### config.mk
export PLATFORM = sky130hd
export DESIGN_NAME = pps_frac_clkdiv
export DESIGN_NICKNAME = d
export VERILOG_FILES = /design/src/rtl/frac_div_pkg.sv /design/src/rtl/pfd_pps_sync.sv /design/src/rtl/pfd_phase_acc.sv /design/src/rtl/pfd_trim_loop.sv /design/src/rtl/pps_frac_clkdiv.sv
export SDC_FILE = /design/constraint.sdc
export NUM_CORES = 1
export LEC_CHECK = 0
export BUFFER_PORTS_ARGS = -buffer_cell sky130_fd_sc_hd__buf_2
export CAP_MARGIN = 25
export CORE_ASPECT_RATIO = 2
export CORE_MARGIN = 2
export CORE_UTILIZATION = 45
export CTS_BUF_LIST = sky130_fd_sc_hd__clkbuf_16
export DETAILED_ROUTE_END_ITERATION = 12
export GPL_ROUTABILITY_DRIVEN = 0
export PLACE_DENSITY_LB_ADDON = 0.1
export RECOVER_POWER = 25
export SLEW_MARGIN = 10
export SYNTH_ARGS = -nofsm -noshare
export SYNTH_HDL_FRONTEND = slang
export SYNTH_SLANG_ARGS = --single-unit
### constraint.sdc
create_clock -name clk -period 5.54 [get_ports clk]
set_input_delay 1.108 -clock clk [delete_from_list [all_inputs] [get_ports clk]]
set_output_delay 1.108 -clock clk [all_outputs]
set_load 0.02 [all_outputs]
### src/rtl/frac_div_pkg.sv
// Package: shared types and constant helpers for the reference-trimmed divider.
// Assumes out_hz << acc_w fits in 64 bits.
package frac_div_pkg;

    typedef enum logic {
        LOOP_IDLE,
        LOOP_ARMED
    } loop_state_t;

    // Nominal accumulator step, rounded to nearest.
    function automatic longint unsigned nominal_step(input int unsigned acc_w,
                                                     input longint unsigned clk_hz,
                                                     input longint unsigned out_hz);
        return ((out_hz << acc_w) + (clk_hz / 2)) / clk_hz;
    endfunction

    // Half-width of the allowed band around a nominal word, in ppm.
    function automatic longint unsigned clamp_span(input longint unsigned nom,
                                                   input longint unsigned ppm);
        return (nom * ppm) / 64'd1000000;
    endfunction

endpackage

### src/rtl/pfd_pps_sync.sv
// Module: two-stage synchroniser and rising-edge detector for the reference pulse.
// Assumes pps_in is asynchronous and stays high for at least one clock cycle.
module pfd_pps_sync (
    input  logic clk,
    input  logic rst_n,
    input  logic pps_in,
    output logic pps_edge
);
    logic meta_q;
    logic sync_q;
    logic sync_d;

    // Sample the raw reference into the clock domain and keep one delayed copy.
    always_ff @(posedge clk) begin
        if (!rst_n) begin
            meta_q <= 1'b0;
            sync_q <= 1'b0;
            sync_d <= 1'b0;
        end else begin
            meta_q <= pps_in;
            sync_q <= meta_q;
            sync_d <= sync_q;
        end
    end

    assign pps_edge = sync_q & ~sync_d;

    // a synchronised edge is a single-cycle pulse
    assert_single_edge_R9: assert property (@(posedge clk) disable iff (!rst_n)
        pps_edge |=> !pps_edge);

endmodule

### src/rtl/pfd_phase_acc.sv
// Module: phase accumulator; the top bit is the divided clock.
// Assumes step < 2^(ACC_W-1), so the top bit never rises on two cycles in a row.
module pfd_phase_acc #(
    parameter int ACC_W = 32
) (
    input  logic             clk,
    input  logic             rst_n,
    input  logic [ACC_W-1:0] step,
    output logic             clk_out,
    output logic             out_rise
);
    logic [ACC_W-1:0] acc_q;
    logic             top_d;

    // Advance the phase by the current step and remember the previous top bit.
    always_ff @(posedge clk) begin
        if (!rst_n) begin
            acc_q <= '0;
            top_d <= 1'b0;
        end else begin
            acc_q <= acc_q + step;
            top_d <= acc_q[ACC_W-1];
        end
    end

    assign clk_out  = acc_q[ACC_W-1];
    assign out_rise = acc_q[ACC_W-1] & ~top_d;

    // each output rising edge is seen for exactly one cycle
    assert_rise_pulse_R2: assert property (@(posedge clk) disable iff (!rst_n)
        out_rise |=> !out_rise);

endmodule

### src/rtl/pfd_trim_loop.sv
// Module: counts output edges per reference second and trims the fixed-point
// frequency word, with clamping, a lock detector and a host load.
// Assumes OUT_HZ < 2^CNT_W and that pps_edge is a single-cycle pulse.
module pfd_trim_loop
    import frac_div_pkg::*;
#(
    parameter int ACC_W     = 32,
    parameter int FRAC_W    = 8,
    parameter int CNT_W     = 15,
    parameter int OUT_HZ    = 12800,
    parameter int LOCK_SECS = 16,
    parameter int SHIFT_W   = 4,
    parameter logic [ACC_W+FRAC_W-1:0] NOM_FX = '0,
    parameter logic [ACC_W+FRAC_W-1:0] HI_FX  = '0,
    parameter logic [ACC_W+FRAC_W-1:0] LO_FX  = '0
) (
    input  logic                    clk,
    input  logic                    rst_n,
    input  logic                    pps_edge,
    input  logic                    out_rise,
    input  logic [SHIFT_W-1:0]      gain_shift,
    input  logic                    init_load,
    input  logic [ACC_W-1:0]        init_inc,
    output logic [ACC_W+FRAC_W-1:0] inc_fx,
    output logic                    locked
);
    localparam int IW  = ACC_W + FRAC_W;
    localparam int XW  = IW + 2;
    localparam int EW  = CNT_W + 1;
    localparam int STW = $clog2(LOCK_SECS + 1);
    localparam logic [CNT_W-1:0] TARGET  = CNT_W'(OUT_HZ);
    localparam logic [CNT_W-1:0] CNT_MAX = '1;
    localparam logic [STW-1:0]   STR_MAX = STW'(LOCK_SECS);
    localparam logic signed [XW-1:0] HI_X = $signed({2'b00, HI_FX});
    localparam logic signed [XW-1:0] LO_X = $signed({2'b00, LO_FX});

    loop_state_t           loop_st;
    logic [CNT_W-1:0]      edge_cnt;
    logic [STW-1:0]        streak;
    logic signed [EW-1:0]  cnt_err;
    logic signed [XW-1:0]  err_x;
    logic signed [XW-1:0]  step_x;
    logic signed [XW-1:0]  sum_x;
    logic [IW-1:0]         trim_nx;
    logic [IW-1:0]         load_raw;
    logic [IW-1:0]         load_nx;
    logic [STW-1:0]        streak_nx;

    // Form the scaled error, the clamped trimmed word and the clamped load word.
    always_comb begin
        cnt_err   = $signed({1'b0, TARGET}) - $signed({1'b0, edge_cnt});
        err_x     = XW'(cnt_err);
        step_x    = (err_x <<< FRAC_W) >>> gain_shift;
        sum_x     = $signed({2'b00, inc_fx}) + step_x;
        if (sum_x > HI_X)      trim_nx = HI_FX;
        else if (sum_x < LO_X) trim_nx = LO_FX;
        else                   trim_nx = sum_x[IW-1:0];
        load_raw  = {init_inc, {FRAC_W{1'b0}}};
        if (load_raw > HI_FX)      load_nx = HI_FX;
        else if (load_raw < LO_FX) load_nx = LO_FX;
        else                       load_nx = load_raw;
        streak_nx = (streak == STR_MAX) ? streak : streak + 1'b1;
    end

    // Count output edges in the current window; restart at each reference edge.
    always_ff @(posedge clk) begin
        if (!rst_n)
            edge_cnt <= '0;
        else if (pps_edge)
            edge_cnt <= CNT_W'(out_rise);
        else if (edge_cnt != CNT_MAX)
            edge_cnt <= edge_cnt + CNT_W'(out_rise);
    end

    // Arm the loop on the first reference edge after reset.
    always_ff @(posedge clk) begin
        if (!rst_n)        loop_st <= LOOP_IDLE;
        else if (pps_edge) loop_st <= LOOP_ARMED;
    end

    // Update the frequency word, the zero-error streak and the lock flag.
    always_ff @(posedge clk) begin
        if (!rst_n) begin
            inc_fx <= NOM_FX;
            streak <= '0;
            locked <= 1'b0;
        end else if (init_load) begin
            inc_fx <= load_nx;
            streak <= '0;
            locked <= 1'b0;
        end else if (pps_edge && loop_st == LOOP_ARMED) begin
            inc_fx <= trim_nx;
            if (cnt_err == '0) begin
                streak <= streak_nx;
                locked <= (streak_nx >= STR_MAX);
            end else begin
                streak <= '0;
                locked <= 1'b0;
            end
        end
    end

    // word never leaves the clamp band
    assert_word_in_band_R7: assert property (@(posedge clk) disable iff (!rst_n)
        (inc_fx <= HI_FX) && (inc_fx >= LO_FX));

    // word holds when neither a reference edge nor a load occurs
    assert_word_hold_R5: assert property (@(posedge clk) disable iff (!rst_n)
        (!pps_edge && !init_load) |=> $stable(inc_fx));

    // the arming edge leaves the word untouched
    assert_open_first_R4: assert property (@(posedge clk) disable iff (!rst_n)
        (pps_edge && loop_st == LOOP_IDLE && !init_load) |=> $stable(inc_fx));

    // lock only rises as a result of a reference edge
    assert_lock_on_edge_R6: assert property (@(posedge clk) disable iff (!rst_n)
        $rose(locked) |-> $past(pps_edge));

endmodule

### src/rtl/pps_frac_clkdiv.sv
// Module: top of the reference-trimmed fractional clock divider.
// Assumes CLAMP_PPM keeps the word well below half the accumulator range.
module pps_frac_clkdiv
    import frac_div_pkg::*;
#(
    parameter int ACC_W     = 32,
    parameter int FRAC_W    = 8,
    parameter longint CLK_HZ = 100000000,
    parameter int OUT_HZ    = 12800,
    parameter int LOCK_SECS = 16,
    parameter int CLAMP_PPM = 2000,
    parameter int SHIFT_W   = 4
) (
    input  logic                    clk,
    input  logic                    rst_n,
    input  logic                    pps_in,
    input  logic [SHIFT_W-1:0]      gain_shift,
    input  logic                    init_load,
    input  logic [ACC_W-1:0]        init_inc,
    output logic                    clk_out,
    output logic                    locked,
    output logic [ACC_W+FRAC_W-1:0] freq_word
);
    localparam int IW    = ACC_W + FRAC_W;
    localparam int CNT_W = $clog2(2 * OUT_HZ + 1);
    localparam longint unsigned NOM    = nominal_step(ACC_W, CLK_HZ, OUT_HZ);
    localparam longint unsigned NOM_FX = NOM << FRAC_W;
    localparam longint unsigned SPAN   = clamp_span(NOM_FX, CLAMP_PPM);
    localparam logic [IW-1:0] NOM_W = IW'(NOM_FX);
    localparam logic [IW-1:0] HI_W  = IW'(NOM_FX + SPAN);
    localparam logic [IW-1:0] LO_W  = IW'(NOM_FX - SPAN);

    logic pps_edge;
    logic out_rise;

    pfd_pps_sync u_sync (
        .clk      (clk),
        .rst_n    (rst_n),
        .pps_in   (pps_in),
        .pps_edge (pps_edge)
    );

    pfd_phase_acc #(.ACC_W(ACC_W)) u_acc (
        .clk      (clk),
        .rst_n    (rst_n),
        .step     (freq_word[IW-1:FRAC_W]),
        .clk_out  (clk_out),
        .out_rise (out_rise)
    );

    pfd_trim_loop #(
        .ACC_W     (ACC_W),
        .FRAC_W    (FRAC_W),
        .CNT_W     (CNT_W),
        .OUT_HZ    (OUT_HZ),
        .LOCK_SECS (LOCK_SECS),
        .SHIFT_W   (SHIFT_W),
        .NOM_FX    (NOM_W),
        .HI_FX     (HI_W),
        .LO_FX     (LO_W)
    ) u_loop (
        .clk        (clk),
        .rst_n      (rst_n),
        .pps_edge   (pps_edge),
        .out_rise   (out_rise),
        .gain_shift (gain_shift),
        .init_load  (init_load),
        .init_inc   (init_inc),
        .inc_fx     (freq_word),
        .locked     (locked)
    );

endmodule

==> run summary, run 1 <==
Status - finished with violations
Failing checks - max-capacitance violations, max-slew violations, negative setup slack
TritonCTS Buffers - 9
Initial antenna violation count - 0
Sequential share of the synthesized area - 20.58%
Cell area after synthesis - 9434 um^2
Reg2reg path depth - 26
Clk pwr share - 20.7%
Startpoint types - flip-flop
WHS Path Cells - 1
Hold EP - u_sync.sync_q
Core Region - 20740 um^2
Reg2reg setup slack - -0.27 ns
CTS tree - yes
Worst min path class - reg -> reg
DR top layer - met4
Period minus WS final - 5.814 ns
CP Max Fanout - 6
Reg-to-reg endpoint - u_loop.inc_fx[12]
Synth top area share - 20.58%
Top cells by area, synth - dfxtp_1 21%, ha_1 10%, a21oi_1 6.1%
CTS root buffer - clkbuf_16
Final WL - 33890 um
DR WL met3 - 1404 um
Met1 Wirelength - 13100 um
Final hold violation count - 0
Vias in the first global route - 10.84k
I/O Pins - 82
Pin count of the biggest net entering global routing - 35
Total number of placement rows - 75
Detailed Routing Iterations Pass 1 - 5
Flop pwr share - 26.8%
Cell Int Power - 1.868 mW
Initial DRC Count - 640
Worst EP required - 5.86 ns
Port bufs - 81
Hold Startpoint - u_sync.meta_q
P_sw - 1.185 mW
Initial cell density of the core - 45.49%
Final Non-Filler Cells - 1828
Fmax - 172.0 MHz
Layout cells sized above 1 - 32.14%
Placed Instances - 1756
Clock sinks - 97
CP endpoint kind - flip-flop
Switching portion of total power - 38.81%
Slew @ Worst Pin - 1.596 ns
Async SR Flop Fraction - 0%
Gr usage total - 30.00%
Grt total ovfl - 0
H-tree levels - 3
Die Ht - 208.8 um
Slew Viols, Final - 19
Dpl hpwl - 25040 um
Number of enable flip-flop cells after synthesis - 0
Synth unique cells - 91
Primary FF master, synth - dfxtp_1
Max clock buf depth - 2
N_diodes - 0
Cell Area, Placed - 11440 um^2
Relative slew margins - -6.789%
Post-synthesis to final-layout area growth - 38.75%
Maximum Capacitance Violations - 1
Die Wd - 106.4 um
Combinational power share - 52.5%
Die area - 22210 um^2
Final ANT Viol Nets - 0
Net Count, Synth - 1394
RSZ-0062 raised after global routing - yes
Vias after detailed routing - 10.96k
Synth Instances - 1273
P_leak - 5.715 nW
Worst Slack Setup Final - -0.2738 ns
Final Skew - 0.01027 ns
Worst-Skew Late Latency - 0.38 ns
Peak supply drop - 0.0003103 V
Reg-to-reg critical path startpoint - u_loop.edge_cnt[1]
Synth warnings - 0
Design area - 13090 um^2
Fillcell total - 1867
Syn avg cell area - 7.411 um^2
Data arrival, critical path - 6.13 ns
# DRC - 0
Setup CP Type - reg -> reg
Final net count - 1675
Global-route wire length before repair - 53280 um
Avg WL per Cell - 18.54 um
Synthesis-stage register bit count - 97
Via density - 5.997
Biggest area consumer among synthesized cells - dfxtp_1
Routed wl met2 - 17060 um
Final setup vio count - 20
Cell Pwr Density - 233.2 nW/um^2
Tcrit/Tclk final - 104.9%
Clock Pin Slew Worst Setup and Hold Paths - 0.07 ns
[layout by cell type, fill, tap and decap left out, types with 9 or more instances in the layout]
cell / netlist / layout
buf_4: 2 / 240
nor2_1: 138 / 135
dfxtp_1: 97 / 95
a21oi_1: 115 / 93
nand2_1: 99 / 92
ha_1: 79 / 70
buf_2: 9 / 67
o21ai_0: 81 / 63
inv_1: 48 / 48
nand3_1: 43 / 41
xnor2_1: 43 / 39
xor2_1: 34 / 33
nor3_1: 39 / 31
and3_1: 29 / 26
a21o_1: 23 / 22
a21oi_2: 1 / 21
mux2i_1: 21 / 19
and2_1: 20 / 19
or3_1: 19 / 16
nor2b_1: 17 / 15
o211ai_1: 15 / 15
nand2b_1: 16 / 14
a211oi_1: 21 / 14
o21ai_2: 0 / 13
a31oi_1: 14 / 13
nand4_1: 13 / 13
clkbuf_1: 44 / 13
o21a_1: 10 / 10
o21bai_1: 11 / 10
clkbuf_16: 0 / 9
[state kept, by name (all words and copies together) (netlist names), 5 cells and up]
name and count:
u_acc.acc_q 32, u_loop.edge_cnt 15, u_loop.streak 5, u_loop.inc_fx 40
[worst max-delay path by stage]
stage,from,endpoint,slack [ns],cells after the start
2_1_floorplan,gain_shift[0],u_loop.inc_fx[7],0.007,24
3_3_place_gp,gain_shift[0],u_loop.inc_fx[4],-0.57,21
3_5_place_dp,gain_shift[0],u_loop.inc_fx[3],-0.73,21
4_1_cts,u_loop.edge_cnt[1],u_loop.inc_fx[3],-0.04,27
5_1_grt,u_loop.edge_cnt[1],u_loop.inc_fx[0],-0.62,28
6_report,u_loop.edge_cnt[1],u_loop.inc_fx[12],-0.27,26
[through the flow]
step / hold slack [ns] / power [mW] / setup TNS [ns] / setup slack [ns] / utilization, %
2_1_floorplan: 0.4119 / 1.670 / 0 / 0.007056 / -
3_3_place_gp: 0.4209 / 2.161 / -9.468 / -0.5728 / 55.18
3_5_place_dp: 0.4268 / 2.189 / -12.07 / -0.7296 / 55.18
4_1_cts: 0.4458 / 2.952 / -0.05157 / -0.04138 / 60.73
5_1_grt: 0.4460 / 3.238 / -11.53 / -0.6241 / 63.12
6_report: 0.4382 / 3.053 / -4.444 / -0.2738 / 63.12
[critical path, cell delays in order, from the launching register on]
cell and delay (ns):
dfxtp_2 0.33, inv_2 0.08, ha_4 0.15, nand2b_4 0.05, nand2b_4 0.15, o41ai_4 0.29
buf_4 0.20, buf_6 0.11, xor2_4 0.16, buf_6 0.12, nand2_1 0.06, o21ai_2 0.09
mux2i_1 0.15, o21ai_2 0.20, mux2i_1 0.11, ha_1 0.38, o211ai_1 0.17, nor4_4 0.30
o311ai_4 0.18, a2111o_1 0.43, a2111o_1 0.39, and4_4 0.21, a2111oi_2 0.29, nand3_2 0.20
or3_4 0.47, nor3_4 0.23, o221a_2 0.22
[cell type report]
type                       instances  area (um^2)  share of cell area (%)
clock inverter                     7        63.81                  0.4875
sequential                        97         1944                   14.85
timing repair buffer             331         2336                   17.85
inverter                          49        183.9                   1.405
multi-input combinational       1066         8000                   61.12
clock buffer                       9        225.2                   1.721
tap                              269        336.6                   2.571
[synth_stat cells, drive strengths merged, types with 15 or more instances]
| cell type | n |
|---|---|
| nand3 | 43 |
| clkbuf | 46 |
| o211ai | 15 |
| ha | 79 |
| inv | 49 |
| mux2i | 21 |
| a31oi | 15 |
| xor2 | 34 |
| nor4 | 15 |
| a21oi | 116 |
| o21ai | 85 |
| nor2 | 138 |
| and2 | 20 |
| nor2b | 17 |
| a211oi | 22 |
| and3 | 30 |
| nand2b | 16 |
| xnor2 | 43 |
| dfxtp | 97 |
| or3 | 19 |
| nor3 | 40 |
| nand2 | 100 |
| buf | 15 |
| a21o | 23 |
[repair_timing]
action	CTS	global route
pin swaps	44	41
setup buffers	48	18
resized for setup	108	83
hold buffers	0	0
setup endpoints to repair	22	27
[logic make-up (layout without fill, tap and decap cells)]
family | Yosys count | after routing | synth area share [%]
compound gates | 398 | 398 | 28.22
xor+xnor | 77 | 77 | 7.149
flops | 97 | 97 | 20.58
fa+ha+maj | 81 | 81 | 10.90
buf+inv | 110 | 396 | 4.602
simple gates | 483 | 483 | 25.60
mux | 27 | 27 | 2.944
[per-layer routing]
metal / GRT usage [%] / up-vias
met4: 18.78 / 0
li1: - / 5291
met2: 52.92 / 351
met5: 0 / -
met1: 32.77 / 5210
met3: 4.928 / 111
[power groups by stage]
| stage | logic (mW) | clock network [mW] | registers (mW) |
|---|---|---|---|
| floorplan | 0.838 | 0 | 0.832 |
| finish | 1.60 | 0.632 | 0.818 |
| global placement | 1.33 | 0 | 0.827 |
| CTS | 1.48 | 0.654 | 0.816 |
| detailed placement | 1.36 | 0 | 0.829 |
| global route | 1.74 | 0.673 | 0.822 |
No activity file was read; power rests on OpenSTA's default activity.
==> run 2, diff against run 1 <==
--- a/config.mk
+++ b/config.mk
@@ -9,7 +9,7 @@
 export CAP_MARGIN = 25
 export CORE_ASPECT_RATIO = 2
 export CORE_MARGIN = 2
-export CORE_UTILIZATION = 45
+export CORE_UTILIZATION = 55
 export CTS_BUF_LIST = sky130_fd_sc_hd__clkbuf_16
 export DETAILED_ROUTE_END_ITERATION = 12
 export GPL_ROUTABILITY_DRIVEN = 0
==> run 2 against run 1 <==
Effect of this change: the flow now stops in global routing (5_1_grt); synthesized area stayed put; synthesized cell count unchanged.
==> run summary, run 2 <==
Grt total ovfl - 8
Number of enable flip-flop cells after synthesis - 0
Cell area after synthesis - 9434 um^2
Adder-Cell Fraction of Synth Area - 10.90%
Die Ht - 189.2 um
Synth warnings - 0
Initial cell density of the core - 56.27%
Biggest area consumer among synthesized cells - dfxtp_1
CTS root buffer - clkbuf_16
Hold buffer count at CTS - 0
Synth top area share - 20.58%
Max clock buf depth - 2
Total number of placement rows - 67
Post-synth top cells - 138 x nor2_1, 115 x a21oi_1, 99 x nand2_1
TritonCTS Buffers - 9
Post-Synth XOR/XNOR Area - 7.149%
Main combinational cell family by area after synthesis - compound AO/OA/AOI/OAI gates
Status - stopped before the end
Cell Area, Placed - 11650 um^2
Synth Area in Compound Gates - 28.22%
Dpl ws - -0.9431 ns
Port bufs - 81
Synth unique cells - 91
Placed Instances - 1734
Primary FF master, synth - dfxtp_1
Clock sinks - 97
Async SR Flop Fraction - 0%
Top cells by area, synth - dfxtp_1 21%, ha_1 10%, a21oi_1 6.1%
Synth Instances - 1273
Mux share of post-synthesis cell area - 2.944%
Worst endpoint type - register input
Gr usage total - 52.16%
Pin count of the biggest net entering global routing - 40
Error msg - [ERROR GRT-0232] Routing congestion too high. Check the congestion heatmap in the GUI.
H-tree levels - 3
Worst_ep grt - u_loop.inc_fx[6]$_SDFFE_PN0P_/D
Die Wd - 96.61 um
Synthesis-stage register bit count - 97
Simple-gate area share of the yosys netlist - 25.60%
I/O Pins - 82
Sequential share of the synthesized area - 20.58%
Dpl hpwl - 28010 um
Net Count, Synth - 1394
Syn avg cell area - 7.411 um^2
Stop stage - global routing (5_1_grt)
Most frequent cell after synthesis - nor2_1
[run 2: cells by family after synthesis]
family                   Yosys count
AO/OA/AOI/OAI                    398
XOR/XNOR                          77
buffers and inverters            110
flip-flops                        97
adder cells (fa/ha/maj)           81
AND/OR/NAND/NOR                  483
multiplexers                      27
[run 2: repair_timing]
| action | 4_1_cts |
|---|---|
| gates resized for setup | 138 |
| cloned | 0 |
| setup endpoints to repair | 22 |
| pin swaps | 69 |
| setup buffers | 43 |
[run 2: per-layer routing]
metal,global-route usage [%],overflow
met3,25.84,0
met1,47.58,0
met2,80.24,8
met5,4.670,0
met4,54.01,0
[run 2: per-stage QoR]
step / util, % / setup TNS, ns
after floorplan: - / 0
after global placement: 69.49 / -16.42
after detailed placement: 69.49 / -15.68
after CTS: 76.76 / -4.346
==> run 3, diff against run 2 <==
--- a/config.mk
+++ b/config.mk
@@ -7,13 +7,11 @@
 export LEC_CHECK = 0
 export BUFFER_PORTS_ARGS = -buffer_cell sky130_fd_sc_hd__buf_2
 export CAP_MARGIN = 25
-export CORE_ASPECT_RATIO = 2
 export CORE_MARGIN = 2
-export CORE_UTILIZATION = 55
-export CTS_BUF_LIST = sky130_fd_sc_hd__clkbuf_16
+export CORE_UTILIZATION = 40
 export DETAILED_ROUTE_END_ITERATION = 12
 export GPL_ROUTABILITY_DRIVEN = 0
-export PLACE_DENSITY_LB_ADDON = 0.1
+export PLACE_DENSITY_LB_ADDON = 0.15
 export RECOVER_POWER = 25
 export SLEW_MARGIN = 10
 export SYNTH_ARGS = -nofsm -noshare
==> constraint.sdc (replaced) <==
create_clock -name clk -period 7.2 [get_ports clk]
set_input_delay 1.44 -clock clk [delete_from_list [all_inputs] [get_ports clk]]
set_output_delay 1.44 -clock clk [all_outputs]
set_load 0.02 [all_outputs]
==> run 3 against run 2 <==
Effect of this change: the flow now finishes, with violations (max-capacitance violations, max-slew violations).
==> run summary, run 3 (synthesized netlist as in run 1, its figures left out) <==
Crit path from - u_loop.edge_cnt[0]
Final hold violation count - 0
Peak supply drop - 0.0001360 V
Global-route wire length before repair - 45300 um
Worst min path class - reg -> reg
Final ANT Viol Nets - 0
Reg2reg path depth - 25
Commonest non-fill, non-tap cells in the layout - 138 x nor2_1, 115 x a21oi_1, 99 x nand2_1
Status - finished with violations
Tcrit/Tclk final - 91.54%
Setup Total Neg Slack - 0 ns
Dpl ws - 0.4288 ns
Via density - 5.799
Reg-to-reg endpoint - u_loop.inc_fx[3]
Design area - 10420 um^2
Layout cells sized above 1 - 10.18%
Gr usage total - 22.83%
Vias after detailed routing - 9540
Clock sinks - 97
Die area - 24830 um^2
Detailed Routing Iterations Pass 1 - 5
Initial DRC Count - 693
CP Max Fanout - 8
Cell Area, Placed - 10100 um^2
I/O Pins - 82
Worst-Skew Late Latency - 0.36 ns
Multi-input gate area - 7097 um^2
Final WL - 28230 um
Slew @ Worst Pin - 1.569 ns
Fmax - 151.7 MHz
Pin count of the biggest net entering global routing - 46
Worst Slack Setup Final - 0.6094 ns
Biggest regs - u_loop.inc_fx (40), u_acc.acc_q (32), u_loop.edge_cnt (15)
DR WL met3 - 1209 um
Top reg by flops - u_loop.inc_fx
Startpoint types - flip-flop
Hold EP - u_sync.sync_q
Failing checks - max-capacitance violations, max-slew violations
Avg WL per Cell - 17.16 um
CTS root buffer - clkbuf_16
Core Region - 23330 um^2
Final Skew - 0.01092 ns
Overall Power - 1.964 mW
Grt total ovfl - 0
P_leak - 4.357 nW
CP endpoint kind - flip-flop
Slew Viols, Final - 19
Reg-to-reg critical path startpoint - u_loop.edge_cnt[0]
Total number of placement rows - 56
Period minus WS final - 6.591 ns
Setup CP Type - reg -> reg
Routed wl met2 - 12350 um
Final net count - 1442
Clock Pin Slew Worst Setup and Hold Paths - 0.07 ns
N_diodes - 0
H-tree levels - 3
Hold Startpoint - u_sync.meta_q
Hold buffer count at CTS - 0
Initial antenna violation count - 0
Worst EP required - 7.45 ns
DR top layer - met4
Vias in the first global route - 8697
Dpl hpwl - 22010 um
Fillcell total - 2456
Data arrival, critical path - 6.84 ns
Met1 Wirelength - 13950 um
Port bufs - 81
Max reg flops - 40
Post-synthesis to final-layout area growth - 10.41%
# DRC - 0
Die Ht - 157.6 um
Final setup vio count - 0
Initial cell density of the core - 40.43%
Cell Pwr Density - 188.6 nW/um^2
Commonest non-fill, non-tap cell in the layout - nor2_1
WHS Path Cells - 1
Maximum Capacitance Violations - 1
Register area - 1942 um^2
Max clock buf depth - 2
TritonCTS Buffers - 9
Die Wd - 157.6 um
Reg2reg setup slack - 0.61 ns
Relative slew margins - -4.986%
CTS tree - yes
WHS - 0.4434 ns
## run 3: repair_timing
action | in CTS | in global routing
hold endpoints to repair | 0 | 0
resized for setup | 0 | 6
setup buffers | 0 | 1
endpoints found under the setup margin | 0 | 22
## run 3: layout make-up
cell class	instances	share of cell area, %
Multi-Input combinational cell	1066	68.13
Clock buffer	10	2.198
Sequential cell	97	18.64
Clock inverter	6	0.5045
Inverter	49	1.766
Tap cell	319	3.832
Timing Repair Buffer	98	4.925
## run 3: worst max-delay path, stage by stage, from the launching register on
cell	delay, ns
dfxtp_1	0.39
inv_1	0.13
ha_1	0.27
nand2b_1	0.15
nand2b_1	0.20
o41ai_2	0.38
nand2_1	0.16
xnor2_2	0.19
mux2i_1	0.14
nand2_1	0.06
o21ai_0	0.11
nor2_1	0.06
a21oi_1	0.27
o21ai_0	0.19
ha_1	0.46
nand2_1	0.17
nor4_2	0.29
o311ai_1	0.26
a2111o_1	0.54
a2111o_1	0.45
and4_4	0.22
a2111oi_2	0.20
nand3_1	0.18
nor3_1	0.39
a311oi_4	0.24
a2111oi_1	0.36
## run 3: stage by stage
step,util (%),cells
2_1_floorplan,-,1273
3_3_place_gp,43.30,1627
3_5_place_dp,43.30,1627
4_1_cts,44.51,1643
5_1_grt,44.64,1645
6_report,44.64,1645
## run 3: worst max-delay path by stage
stage	end	slack, ns	cells past startpoint
final	u_loop.inc_fx[3]	0.61	25
after CTS	u_loop.inc_fx[3]	0.42	24
after detailed placement	u_loop.inc_fx[3]	0.43	24
after global placement	u_loop.inc_fx[3]	0.51	20
after floorplan	u_loop.inc_fx[3]	0.97	20
after global routing	u_loop.inc_fx[3]	-0.02	24
## run 3: per-layer routing
metal | track usage (%) | up-vias
li1 | - | 4827
met1 | 31.43 | 4451
met2 | 36.29 | 218
met3 | 3.915 | 44
met4 | 7.273 | 0
met5 | 0 | -
## run 3: power breakdown
part           leakage (nW)  internal, mW  switching [mW]  total (mW)
logic                  3.44         0.345           0.515       0.860
registers             0.792         0.589          0.0376       0.627
clock network         0.125         0.240           0.237       0.477
